$ cat config.mk
export PLATFORM = sky130hd
export DESIGN_NAME = pin_noise_filter
export DESIGN_NICKNAME = d
export VERILOG_FILES = /design/src/rtl/pnf_pkg.sv /design/src/rtl/pnf_sync.sv /design/src/rtl/pnf_tick_gen.sv /design/src/rtl/pnf_vote.sv /design/src/rtl/pin_noise_filter.sv
export SDC_FILE = /design/constraint.sdc
export NUM_CORES = 1
export LEC_CHECK = 0
export ABC_AREA = 1
export BUFFER_PORTS_ARGS = -buffer_cell sky130_fd_sc_hd__buf_2
export CORE_AREA = 2 2 39 41
export DETAILED_ROUTE_END_ITERATION = 16
export DIE_AREA = 0 0 41 43
export GPL_TIMING_DRIVEN = 1
export PLACE_DENSITY = 0.8
export SETUP_SLACK_MARGIN = 0.3
export SYNTH_ARGS = -nofsm -noshare
export SYNTH_HDL_FRONTEND = slang
export SYNTH_SLANG_ARGS = --single-unit
$ cat constraint.sdc
create_clock -name clk_i -period 1.4 [get_ports clk_i]
set_input_delay 0.07 -clock clk_i [delete_from_list [all_inputs] [get_ports clk_i]]
set_output_delay 0.07 -clock clk_i [all_outputs]
set_load 0.02 [all_outputs]
$ cat src/rtl/pnf_pkg.sv
package pnf_pkg;
  typedef enum logic [1:0] {
    RATE_BYPASS = 2'b00,
    RATE_SLOW1  = 2'b01,
    RATE_SLOW2  = 2'b10,
    RATE_SLOW3  = 2'b11
  } rate_e;
endpackage

$ cat src/rtl/pnf_sync.sv
module pnf_sync #(
  parameter int STAGES = 2
) (
  input  logic clk_i,
  input  logic rst_ni,
  input  logic d_i,
  output logic q_o
);
  logic [STAGES-1:0] chain_q;

  generate
    for (genvar g = 0; g < STAGES; g++) begin : g_stage
      if (g == 0) begin : g_first
        always_ff @(posedge clk_i or negedge rst_ni)
          if (!rst_ni) chain_q[0] <= 1'b0;
          else         chain_q[0] <= d_i;
      end else begin : g_next
        always_ff @(posedge clk_i or negedge rst_ni)
          if (!rst_ni) chain_q[g] <= 1'b0;
          else         chain_q[g] <= chain_q[g-1];
      end
    end
  endgenerate

  assign q_o = chain_q[STAGES-1];
endmodule

$ cat src/rtl/pnf_tick_gen.sv
module pnf_tick_gen
  import pnf_pkg::*;
#(
  parameter int BASE_LOG2 = 5
) (
  input  logic       clk_i,
  input  logic       rst_ni,
  input  logic [1:0] rate_sel_i,
  output logic       tick_o
);
  localparam int CNT_W = BASE_LOG2 + 2;

  logic [CNT_W-1:0] cnt_q;

  always_ff @(posedge clk_i or negedge rst_ni)
    if (!rst_ni) cnt_q <= '0;
    else         cnt_q <= cnt_q + 1'b1;

  // tick at the end of each period of the selected length
  always_comb begin
    unique case (rate_e'(rate_sel_i))
      RATE_SLOW1: tick_o = &cnt_q[BASE_LOG2-1:0];
      RATE_SLOW2: tick_o = &cnt_q[BASE_LOG2:0];
      RATE_SLOW3: tick_o = &cnt_q;
      default:    tick_o = 1'b0;
    endcase
  end
endmodule

$ cat src/rtl/pnf_vote.sv
module pnf_vote #(
  parameter int AGREE = 3
) (
  input  logic clk_i,
  input  logic rst_ni,
  input  logic warm_i,
  input  logic bypass_i,
  input  logic sample_i,
  input  logic din_i,
  output logic level_o,
  output logic change_o
);
  localparam int HW = AGREE - 1;

  logic [HW-1:0] hist_q;
  logic          level_q, level_d;
  logic          agree;

  assign agree = (hist_q == {HW{din_i}}) && (din_i != level_q);

  always_comb begin
    level_d = level_q;
    if (!warm_i || bypass_i)      level_d = din_i;
    else if (sample_i && agree)   level_d = din_i;
  end

  always_ff @(posedge clk_i or negedge rst_ni)
    if (!rst_ni) begin
      hist_q  <= '0;
      level_q <= 1'b0;
    end else begin
      level_q <= level_d;
      if (!warm_i || bypass_i) hist_q <= {HW{din_i}};
      else if (sample_i)       hist_q <= {hist_q[HW-2:0], din_i};
    end

  assign level_o  = level_q;
  assign change_o = level_d != level_q;

  // between samples the filtered level holds
  a_r2_hold_between_ticks: assert property (@(posedge clk_i) disable iff (!rst_ni)
    (warm_i && !bypass_i && !sample_i) |=> $stable(level_q));
endmodule

$ cat src/rtl/pin_noise_filter.sv
module pin_noise_filter
  import pnf_pkg::*;
#(
  parameter int BASE_LOG2   = 5,
  parameter int SYNC_STAGES = 2,
  parameter int AGREE       = 3
) (
  input  logic       clk_i,
  input  logic       rst_ni,
  input  logic       pin_i,
  input  logic [1:0] rate_sel_i,
  input  logic       pol_sel_i,
  input  logic       both_sel_i,
  output logic       level_o,
  output logic       event_o
);
  localparam int WARM   = SYNC_STAGES + 1;
  localparam int WARM_W = $clog2(WARM + 1);

  logic              sync_lvl, tick, bypass, change, lvl;
  logic [WARM_W-1:0] warm_cnt_q;
  logic              warm, event_q, new_lvl;

  pnf_sync #(.STAGES(SYNC_STAGES)) u_sync (
    .clk_i(clk_i), .rst_ni(rst_ni), .d_i(pin_i), .q_o(sync_lvl)
  );

  pnf_tick_gen #(.BASE_LOG2(BASE_LOG2)) u_tick (
    .clk_i(clk_i), .rst_ni(rst_ni), .rate_sel_i(rate_sel_i), .tick_o(tick)
  );

  assign bypass = rate_e'(rate_sel_i) == RATE_BYPASS;

  // level is seeded from the synchronizer until it holds the pin
  always_ff @(posedge clk_i or negedge rst_ni)
    if (!rst_ni)    warm_cnt_q <= '0;
    else if (!warm) warm_cnt_q <= warm_cnt_q + 1'b1;

  assign warm = warm_cnt_q == WARM_W'(WARM);

  pnf_vote #(.AGREE(AGREE)) u_vote (
    .clk_i(clk_i), .rst_ni(rst_ni), .warm_i(warm), .bypass_i(bypass),
    .sample_i(tick), .din_i(sync_lvl), .level_o(lvl), .change_o(change)
  );

  assign new_lvl = ~lvl;

  always_ff @(posedge clk_i or negedge rst_ni)
    if (!rst_ni) event_q <= 1'b0;
    else         event_q <= warm && change && (both_sel_i || (new_lvl == pol_sel_i));

  assign level_o = lvl;
  assign event_o = event_q;

  // an event only accompanies a fresh level
  a_r4_event_on_change: assert property (@(posedge clk_i) disable iff (!rst_ni)
    event_q |-> (lvl != $past(lvl)));
  // single-edge events carry the chosen polarity
  a_r5_single_polarity: assert property (@(posedge clk_i) disable iff (!rst_ni)
    (event_q && !$past(both_sel_i)) |-> (lvl == $past(pol_sel_i)));
  // bypass follows the synchronized pin
  a_r7_bypass_follow: assert property (@(posedge clk_i) disable iff (!rst_ni)
    (warm && bypass) |=> (lvl == $past(sync_lvl)));
  // no event during the seeding window
  a_r8_quiet_warmup: assert property (@(posedge clk_i) disable iff (!rst_ni)
    !warm |=> !event_q);
endmodule

## Yosys cells after proc, flatten, opt, wreduce, memory -nomap -nowiden

Index checks and enable logic that the tools add are counted.

| operators by class | value |
|---|---|
| $add $sub $neg | 2 |
| eq/ne operators | 8 |
| mux-type cells | 5 |
| bitwise operators | 1 |
| reduce and logical (&&, ||, !) cells | 12 |

Operators by type and width:

| operator | count |
|---|---|
| $add 7x1->7 const B | 1 |
| $reduce_and 7->1 | 1 |
| $eq 2x2->1 const B | 3 |
| $reduce_and 6->1 | 1 |
| $reduce_and 5->1 | 1 |
| $logic_and 1x1->1 | 4 |
| $mux 2 | 2 |
| $pmux 1 s3 | 1 |
| $add 2x1->2 const B | 1 |
| $eq 2x1->1 const B | 1 |
| $eq 2x2->1 | 1 |
| $logic_not 2->1 | 1 |
| $logic_or 1x1->1 | 2 |
| $mux 1 | 2 |
| $ne 1x1->1 | 2 |
| $reduce_bool 2->1 | 1 |
| $eq 1x1->1 | 1 |
| $logic_not 1->1 | 1 |
| $not 1->1 | 1 |

| storage, ports and cells | value |
|---|---|
| register bits after elaboration | 15 |
| bits of input ports | 7 |
| output and inout bits | 2 |
| word-level logic and storage cells | 35 |

## Longest topological paths before layout

Gate-level depths: netlist (run 1).

| depth | value |
|---|---|
| depth in word-level cells | 8 |
| depth in mapped cells | 8 |
| depth with buffers taken out | 8 |

## By module

A second synthesis (run 1) with hierarchy kept.

| second synthesis, totals | value |
|---|---|
| cells, all modules | 87 |
| area, all modules | 734.5 µm² |

Modules (own cells, without submodules):

| module | times used | cells each | area an instance (µm²) | seq. area each (µm²) |
|---|---|---|---|---|
| pnf_tick_gen | 1 | 37 | 332.8 | 175.2 |
| pnf_vote | 1 | 29 | 200.2 | 75.1 |
| pin_noise_filter | 1 | 19 | 151.4 | 75.1 |
| pnf_sync | 1 | 2 | 50.0 | 50.0 |

## Worst setup path before layout (run 1)

No wires, ideal clock.

| path | value |
|---|---|
| path type | register to register |
| start | register u_tick.cnt_q[0] |
| end | register u_vote.level_q (netlist: u_vote.level_o) |
| library setup time | 0.118 ns |
| data arrival time | 1.043 ns |
| required time | 1.282 ns |
| path slack | 0.238 ns |
| stages on the path, launching flop included | 9 |
| path buffers | 0 |
| clock period less this slack | 1.162 ns |
| path through | dfrtp_1 -> ha_1 -> nand3_2 -> nor2_4 -> nand2_2 -> nand2_1 -> nand2_1 -> nand3_1 -> nand2_1 |

| on the way | value |
|---|---|
| longest elaborated chain between the ends | 5 |
| elaborated cells on any way between the ends | 7 |
| classes of those cells | mux (3); reduce/logical (4) |

Ends and longest elaborated chain:

| element | RTL line | source |
|---|---|---|
| from (decl) | pnf_tick_gen.sv:13 | `logic [CNT_W-1:0] cnt_q;` |
| from (signal assigned) | pnf_tick_gen.sv:17 | `else cnt_q <= cnt_q + 1'b1;` |
| $reduce_and 7->1, or another cell as far along | pnf_tick_gen.sv:24 | `RATE_SLOW3: tick_o = &cnt_q;` |
| $pmux 1 s3 * | pnf_tick_gen.sv:21 | `unique case (rate_e'(rate_sel_i))` |
| $logic_and 1x1->1 * | pnf_vote.sv:24 | `else if (sample_i && agree) level_d = din_i;` |
| $mux 1 * | pnf_vote.sv:24 |  |
| $mux 1 * | pnf_vote.sv:23 | `if (!warm_i \|\| bypass_i) level_d = din_i;` |
| named net u_vote.level_d | pnf_vote.sv:16 | `logic level_q, level_d;` |
| to (signal assigned) | pnf_vote.sv:32 | `level_q <= level_d;` |
| to (decl) | pnf_vote.sv:16 |  |

Mark *: on every way through the listed nets, which the timed path passes. The rest lies on a longest branch.
A chain may end at the register's enable or synchronous reset.

## Worst setup path after layout (run 1)

| path | value |
|---|---|
| start | register u_tick.cnt_q[1] |
| end | register u_vote.level_q (netlist: u_vote.level_o) |

Same word-level chain as after synthesis.

==> impl_metrics.tcl, run 1 <==
set metrics [dict create \
    period_share_pct 86.7 \
    power_leakage_nw 0.441 \
    pwr-share-seq_pct 59.2 \
    netSwitchingFraction_pct 23.7 \
    path_depth 8 \
    cp_top_family "simple AND/OR/NAND/NOR gates" \
    port_buffers 8 \
    initial_core_util_pct 49.3 \
    nNetsFinal 94 \
    avgSynthCellArea_sq_um 10.3 \
    synth_nets 75 \
    drc 0 \
    worstReg2RegEnd "u_vote.level_o" \
    setup-tns-final_ns 0 \
    maxCapViolCount 0 \
    clk_path_buf_depth 2 \
    cts_root_buf "clkbuf_4" \
    grt_pass1_wl_um 1910 \
    hold_depth 3 \
    area_delta_synth_final_pct 30.1 \
    gp_congestion 0.675 \
    rsz0062_at_grt "yes" \
    viasPerCell 5.13 \
    critPathMaxFanout 3 \
    hold_class "primary input to flip-flop" \
    p_switching_w 0.000184 \
    cp-start-kind "flip-flop" \
    grt_use_total_pct 16.2 \
    path_clk_slew_ns 0.08 \
    reg2reg_depth 8 \
    die_h_um 43 \
    drive_above_1_share_pct 36.9 \
    design.core.area_sq_um 1380 \
    gr-total-overflow 0 \
    min_period_ns 1.21 \
    wl_per_cell_um 11.1 \
    die_x_um 41 \
    place_area_sq_um 747 \
    synth.most_common_cell "dfrtp_1" \
    firstDrtPassIters 4 \
    synth_area_leader_cell "dfrtp_1" \
    arrival_ns 1.38 \
    p_comb_share_pct 10.5 \
    synthArstFlopShare_pct 100 \
    ff2ff_setup_slack_ns 0.19 \
    worst_slew_pin_slew_ns 0.329 \
    clock_skew_ns 0.00368 \
    ys_seq_area_share_pct 55.0 \
    insertion_delay_ns 0.27 \
    final_area_sq_um 887 \
    diodes 0 \
    netlist_top_cells_count "15 x dfrtp_1, 10 x nand2_1, 9 x inv_1, 5 x nand3_1, 5 x xor2_1" \
    drtAntennaViolNets 0 \
    path_buf_inv 0 \
    cp_slowest_stage_delay_ns 0.39 \
    cts_tree "yes" \
    syn_inst 66 \
    htreeDepth 1 \
    rr_startpoint "u_tick.cnt_q[1]" \
    io_pins 9 \
    grt_pass1_vias 511 \
    final_cells 100 \
    antenna_found_initial 0 \
    slowest_stage "dfrtp_1" \
    relSlewSlack_pct 78.0 \
    ys.flop_type "dfrtp_1" \
    holdPathEnd "event_o" \
    layout_setup_ws_ns 0.186 \
    slew_violations 0 \
    finalSetupViolations 0 \
    cp-end-kind "flip-flop" \
    pre_cts_slack_ns 0.153 \
    status "complete, no violations" \
    vdd_drop_max_mv 0.549 \
    rows 14 \
    dpl.cell_count 90 \
    cts.sinks 15 \
    hold_viol 0 \
    synthesis.area_sq_um 682 \
    worstSetupPathType "flip-flop to flip-flop" \
    synth.area.top_cells "dfrtp_1 55%, xor2_1 6.4%, nand2_1 5.5%" \
    intPower_w 0.000592 \
    worstPathCellList "ha_4 > nand3_4 > nor2_4 > nand2_2 > nand2_1 > nand2_2 > nand3_2 > nand2_1" \
    grt_max_degree 16 \
    synth_cell_types 18 \
    dp_hpwl_um 775 \
    p_clk_share_pct 30.2 \
    cp.required_ns 1.57 \
    vias 513 \
    synth-seq-cells 15 \
    drt-total-wl_um 1110 \
    synth_top_area_share_pct 55.0 \
    die-area_sq_um 1760 \
    utilization_pct 64.1 \
    first_iter_violations 1 \
    yosys_warnings 0 \
    synth_edf_count 0 \
    p_per_area_nw_per_um2 875 \
    max_freq_ghz 0.824 \
    worstHoldStart "rate_sel_i[1]" \
    numCtsBuffers 3 \
]
==> metrics by stage <==
stage / hold WS, ns / power [W]
finish: 0.169 / 0.000777
floorplan: -0.226 / 0.000508
detailed placement: -0.0102 / 0.000539
global placement: -0.0153 / 0.000538
CTS: 0.125 / 0.000788
global route: 0.157 / 0.000831
==> worst max-delay path by stage <==
stage	start	to	slack [ns]
after floorplan	u_tick.cnt_q[0]	u_vote.level_o	0.25
after global placement	u_tick.cnt_q[0]	u_vote.level_o	0.18
final	u_tick.cnt_q[1]	u_vote.level_o	0.19
after CTS	u_tick.cnt_q[0]	u_vote.level_o	0.21
after detailed placement	u_tick.cnt_q[0]	u_vote.level_o	0.15
after global routing	u_tick.cnt_q[1]	u_vote.level_o	0.13
==> cells by family (layout without fill, tap and decap cells) <==
group,Yosys count,count (layout),synth area share [%]
AND/OR/NAND/NOR,24,24,19.6
flip-flops,15,15,55.0
AO/OA/AOI/OAI,9,9,7.34
buffers and inverters,9,27,4.95
XOR/XNOR,6,6,7.71
adder cells (fa/ha/maj),2,2,3.67
multiplexers,1,1,1.65
==> tightest hold or removal path, stage by stage <==
cell     delay [ns]
buf_2          0.10
o21a_4         0.17
a21oi_2        0.06
==> layer usage <==
metal / part of all wire [%] / vias to the layer above / global-route usage (%) / wire, um
met1: 40 / 251 / 19.7 / 439
met3: 4.8 / 2 / 3.14 / 53
li1: - / 251 / - / -
met5: 0 / - / 0 / 0
met4: 0.36 / 0 / 10.0 / 4
met2: 55 / 9 / 25.0 / 608
==> flip-flops by register name (all words and copies together) (netlist names) <==
register,count
event_o,1
u_sync.chain_q,1
u_sync.q_o,1
u_tick.cnt_q,7
u_vote.hist_q,2
u_vote.level_o,1
warm_cnt_q,2
==> layout by cell type, fill, tap and decap left out, types with 3 or more instances in the layout <==
cell      netlist  layout
buf_2           0       8
buf_4           0       3
clkbuf_4        0       3
dfrtp_1        15      14
inv_1           9       9
nand2_1        10       8
nand3_1         5       4
xor2_1          5       5
==> power by group through the flow <==
| stage | sequential (W) | clock (W) | combinational (W) |
|---|---|---|---|
| after detailed placement | 0.000469 | 0 | 0.0000705 |
| after floorplan | 0.000473 | 0 | 0.0000355 |
| after global placement | 0.000469 | 0 | 0.0000693 |
| final | 0.000460 | 0.000235 | 0.0000819 |
| after CTS | 0.000460 | 0.000251 | 0.0000774 |
| after global routing | 0.000463 | 0.000274 | 0.0000936 |
==> area by class of cell <==
| type | count | area (sq um) |
|---|---|---|
| fill | 108 | 497 |
| tap | 16 | 20.0 |
| timing repair buffer | 14 | 93.8 |
| sequential | 15 | 377 |
| clock buffer | 4 | 26.3 |
| multi-input combinational | 42 | 337 |
| inverter | 9 | 33.8 |
==> timing repair <==
item                                   CTS  global route
gates resized for setup                  5             9
gates cloned                             0             0
buffers inserted                         4             0
hold buffers                             2             0
pin swaps                                2             5
setup endpoints to repair                4             6
endpoints found under the hold margin   16             0
Power figures use the tool's default switching activity.
==> inputs of run 2 (changes only) <==
--- a/config.mk
+++ b/config.mk
@@ -11,7 +11,9 @@
 export DETAILED_ROUTE_END_ITERATION = 16
 export DIE_AREA = 0 0 41 43
 export GPL_TIMING_DRIVEN = 1
+export MAX_ROUTING_LAYER = met4
 export PLACE_DENSITY = 0.8
+export REMOVE_ABC_BUFFERS = 1
 export SETUP_SLACK_MARGIN = 0.3
 export SYNTH_ARGS = -nofsm -noshare
 export SYNTH_HDL_FRONTEND = slang
==> impl_metrics.tcl, run 2 (synthesis gave the netlist of run 1 again) <==
set metrics [dict create \
    initial_core_util_pct 49.3 \
    htreeDepth 1 \
    maxCapViolCount 0 \
    dpl.cell_count 91 \
    status "complete, no violations" \
    rows 14 \
    gr-total-overflow 0 \
    slew_violations 0 \
    arrival_ns 1.38 \
    rsz0062_at_grt "yes" \
    holdPathEnd "event_o" \
    cts_root_buf "clkbuf_4" \
    hold_depth 3 \
    numCtsBuffers 3 \
    largest_register_ffs 7 \
    dp_hpwl_um 770 \
    regMostFlops "u_tick.cnt_q" \
    diodes 0 \
    reg2reg_depth 8 \
    worstReg2RegEnd "u_vote.level_o" \
    cp-start-kind "flip-flop" \
    drtAntennaViolNets 0 \
    fill_cells 119 \
    die_x_um 41 \
    min_period_ns 1.19 \
    max_freq_ghz 0.838 \
    area_delta_synth_final_pct 29.4 \
    first_iter_violations 7 \
    hold_class "primary input to flip-flop" \
    startpoint "u_tick.cnt_q[0]" \
    design.core.area_sq_um 1380 \
    layout_common_cells "15 x dfrtp_1, 10 x nand2_1, 9 x inv_1" \
    path_buf_inv 0 \
    gp_congestion 0.781 \
    vdd_drop_max_mv 0.730 \
    relSlewSlack_pct 78.7 \
    drc 0 \
    io_pins 9 \
    worst_slew_pin_slew_ns 0.320 \
    path_common_cell "nand2_1" \
    drive_above_1_share_pct 34.9 \
    cp-end-kind "flip-flop" \
    mostFrequentLayoutCell "dfrtp_1" \
    wl_per_cell_um 11.8 \
    hold_viol 0 \
    firstDrtPassIters 3 \
    grt_pass1_wl_um 1880 \
    clk_path_buf_depth 2 \
    die_h_um 43 \
    final_cells 102 \
    grt_use_total_pct 16.6 \
    seq_area_sq_um 375 \
    die-area_sq_um 1760 \
    nNetsFinal 96 \
    ff2ff_setup_slack_ns 0.21 \
    cp_slowest_stage_delay_ns 0.40 \
    slowest_stage "dfrtp_1" \
    drt-total-wl_um 1210 \
    place_area_sq_um 749 \
    port_buffers 8 \
    multiInputGateArea_sq_um 313 \
    cts.sinks 15 \
    vias 512 \
    clock_skew_ns 0.00493 \
    finalSetupViolations 0 \
    p_per_area_nw_per_um2 897 \
    final_area_sq_um 882 \
    period_share_pct 85.2 \
    path_clk_slew_ns 0.09 \
    grt_max_degree 16 \
    worstHoldStart "rate_sel_i[1]" \
    cp_top_family "simple AND/OR/NAND/NOR gates" \
    antenna_found_initial 0 \
    power_leakage_nw 0.441 \
    viasPerCell 5.02 \
    grt_pass1_vias 471 \
    insertion_delay_ns 0.29 \
    critPathMaxFanout 3 \
    worstPathCellList "ha_4 > nand2_1 > nor2_2 > nand3_2 > nand2_1 > nand2_1 > nand3_1 > nand2_1" \
    reg_top3 "u_tick.cnt_q: 7 flops, u_vote.hist_q: 2 flops, warm_cnt_q: 2 flops" \
    cp.required_ns 1.59 \
    cts_tree "yes" \
    rr_startpoint "u_tick.cnt_q[0]" \
    setup-tns-final_ns 0 \
    worstSetupPathType "flip-flop to flip-flop" \
]
[run 2: where the power goes]
group	switching [W]	internal (W)	leakage [nW]
combinational	0.0000459	0.0000314	0.247
clock	0.000148	0.000106	0.0177
sequential	0.0000111	0.000449	0.176
total	0.000205	0.000587	0.441
[run 2: worst max-delay path by stage]
| stage | endpoint | slack, ns | cells after the start |
|---|---|---|---|
| floorplan | u_vote.level_o | 0.24 | 8 |
| global placement | event_o | 0.17 | 7 |
| detailed placement | u_vote.level_o | 0.14 | 8 |
| CTS | u_vote.level_o | 0.19 | 8 |
| global route | u_vote.level_o | 0.10 | 8 |
| finish | u_vote.level_o | 0.21 | 8 |
[run 2: per-layer routing]
layer | wire (um) | up-vias | GRT usage (%)
met5 | 0 | - | -
met4 | 20 | 0 | 8.00
met3 | 56 | 2 | 4.71
met2 | 591 | 11 | 24.4
met1 | 537 | 244 | 20.4
li1 | - | 255 | -
[run 2: what timing repair did]
item | 4_1_cts | 5_1_grt
buffers inserted | 4 | 1
hold buffers | 2 | 0
endpoints found under the hold margin | 16 | 0
endpoints found under the setup margin | 5 | 7
resized for setup | 5 | 5
pin swaps | 3 | 4
[run 2: cell type report]
cell class / count / area share [%]
clock buffer: 3 / 2.55
clock inverter: 1 / 0.567
inverter: 9 / 3.83
multi-input combinational: 42 / 35.5
sequential: 15 / 42.6
tap: 16 / 2.27
timing repair buffer: 16 / 12.8
[run 2: per-stage QoR]
stage | util, % | hold WS, ns | worst slack [ns] | power (W)
floorplan | - | -0.226 | 0.238 | 0.000508
global placement | 54.2 | -0.0115 | 0.171 | 0.000537
detailed placement | 54.2 | -0.00990 | 0.142 | 0.000539
CTS | 61.0 | 0.140 | 0.190 | 0.000791
global route | 63.7 | 0.129 | 0.101 | 0.000827
finish | 63.7 | 0.126 | 0.207 | 0.000792
[run 2: worst register-to-register path, cell delays in order (launching register included)]
cell and delay, ns:
dfrtp_1 0.40, ha_4 0.17, nand2_1 0.06, nor2_2 0.12, nand3_2 0.08, nand2_1 0.07, nand2_1 0.06, nand3_1 0.07
nand2_1 0.05
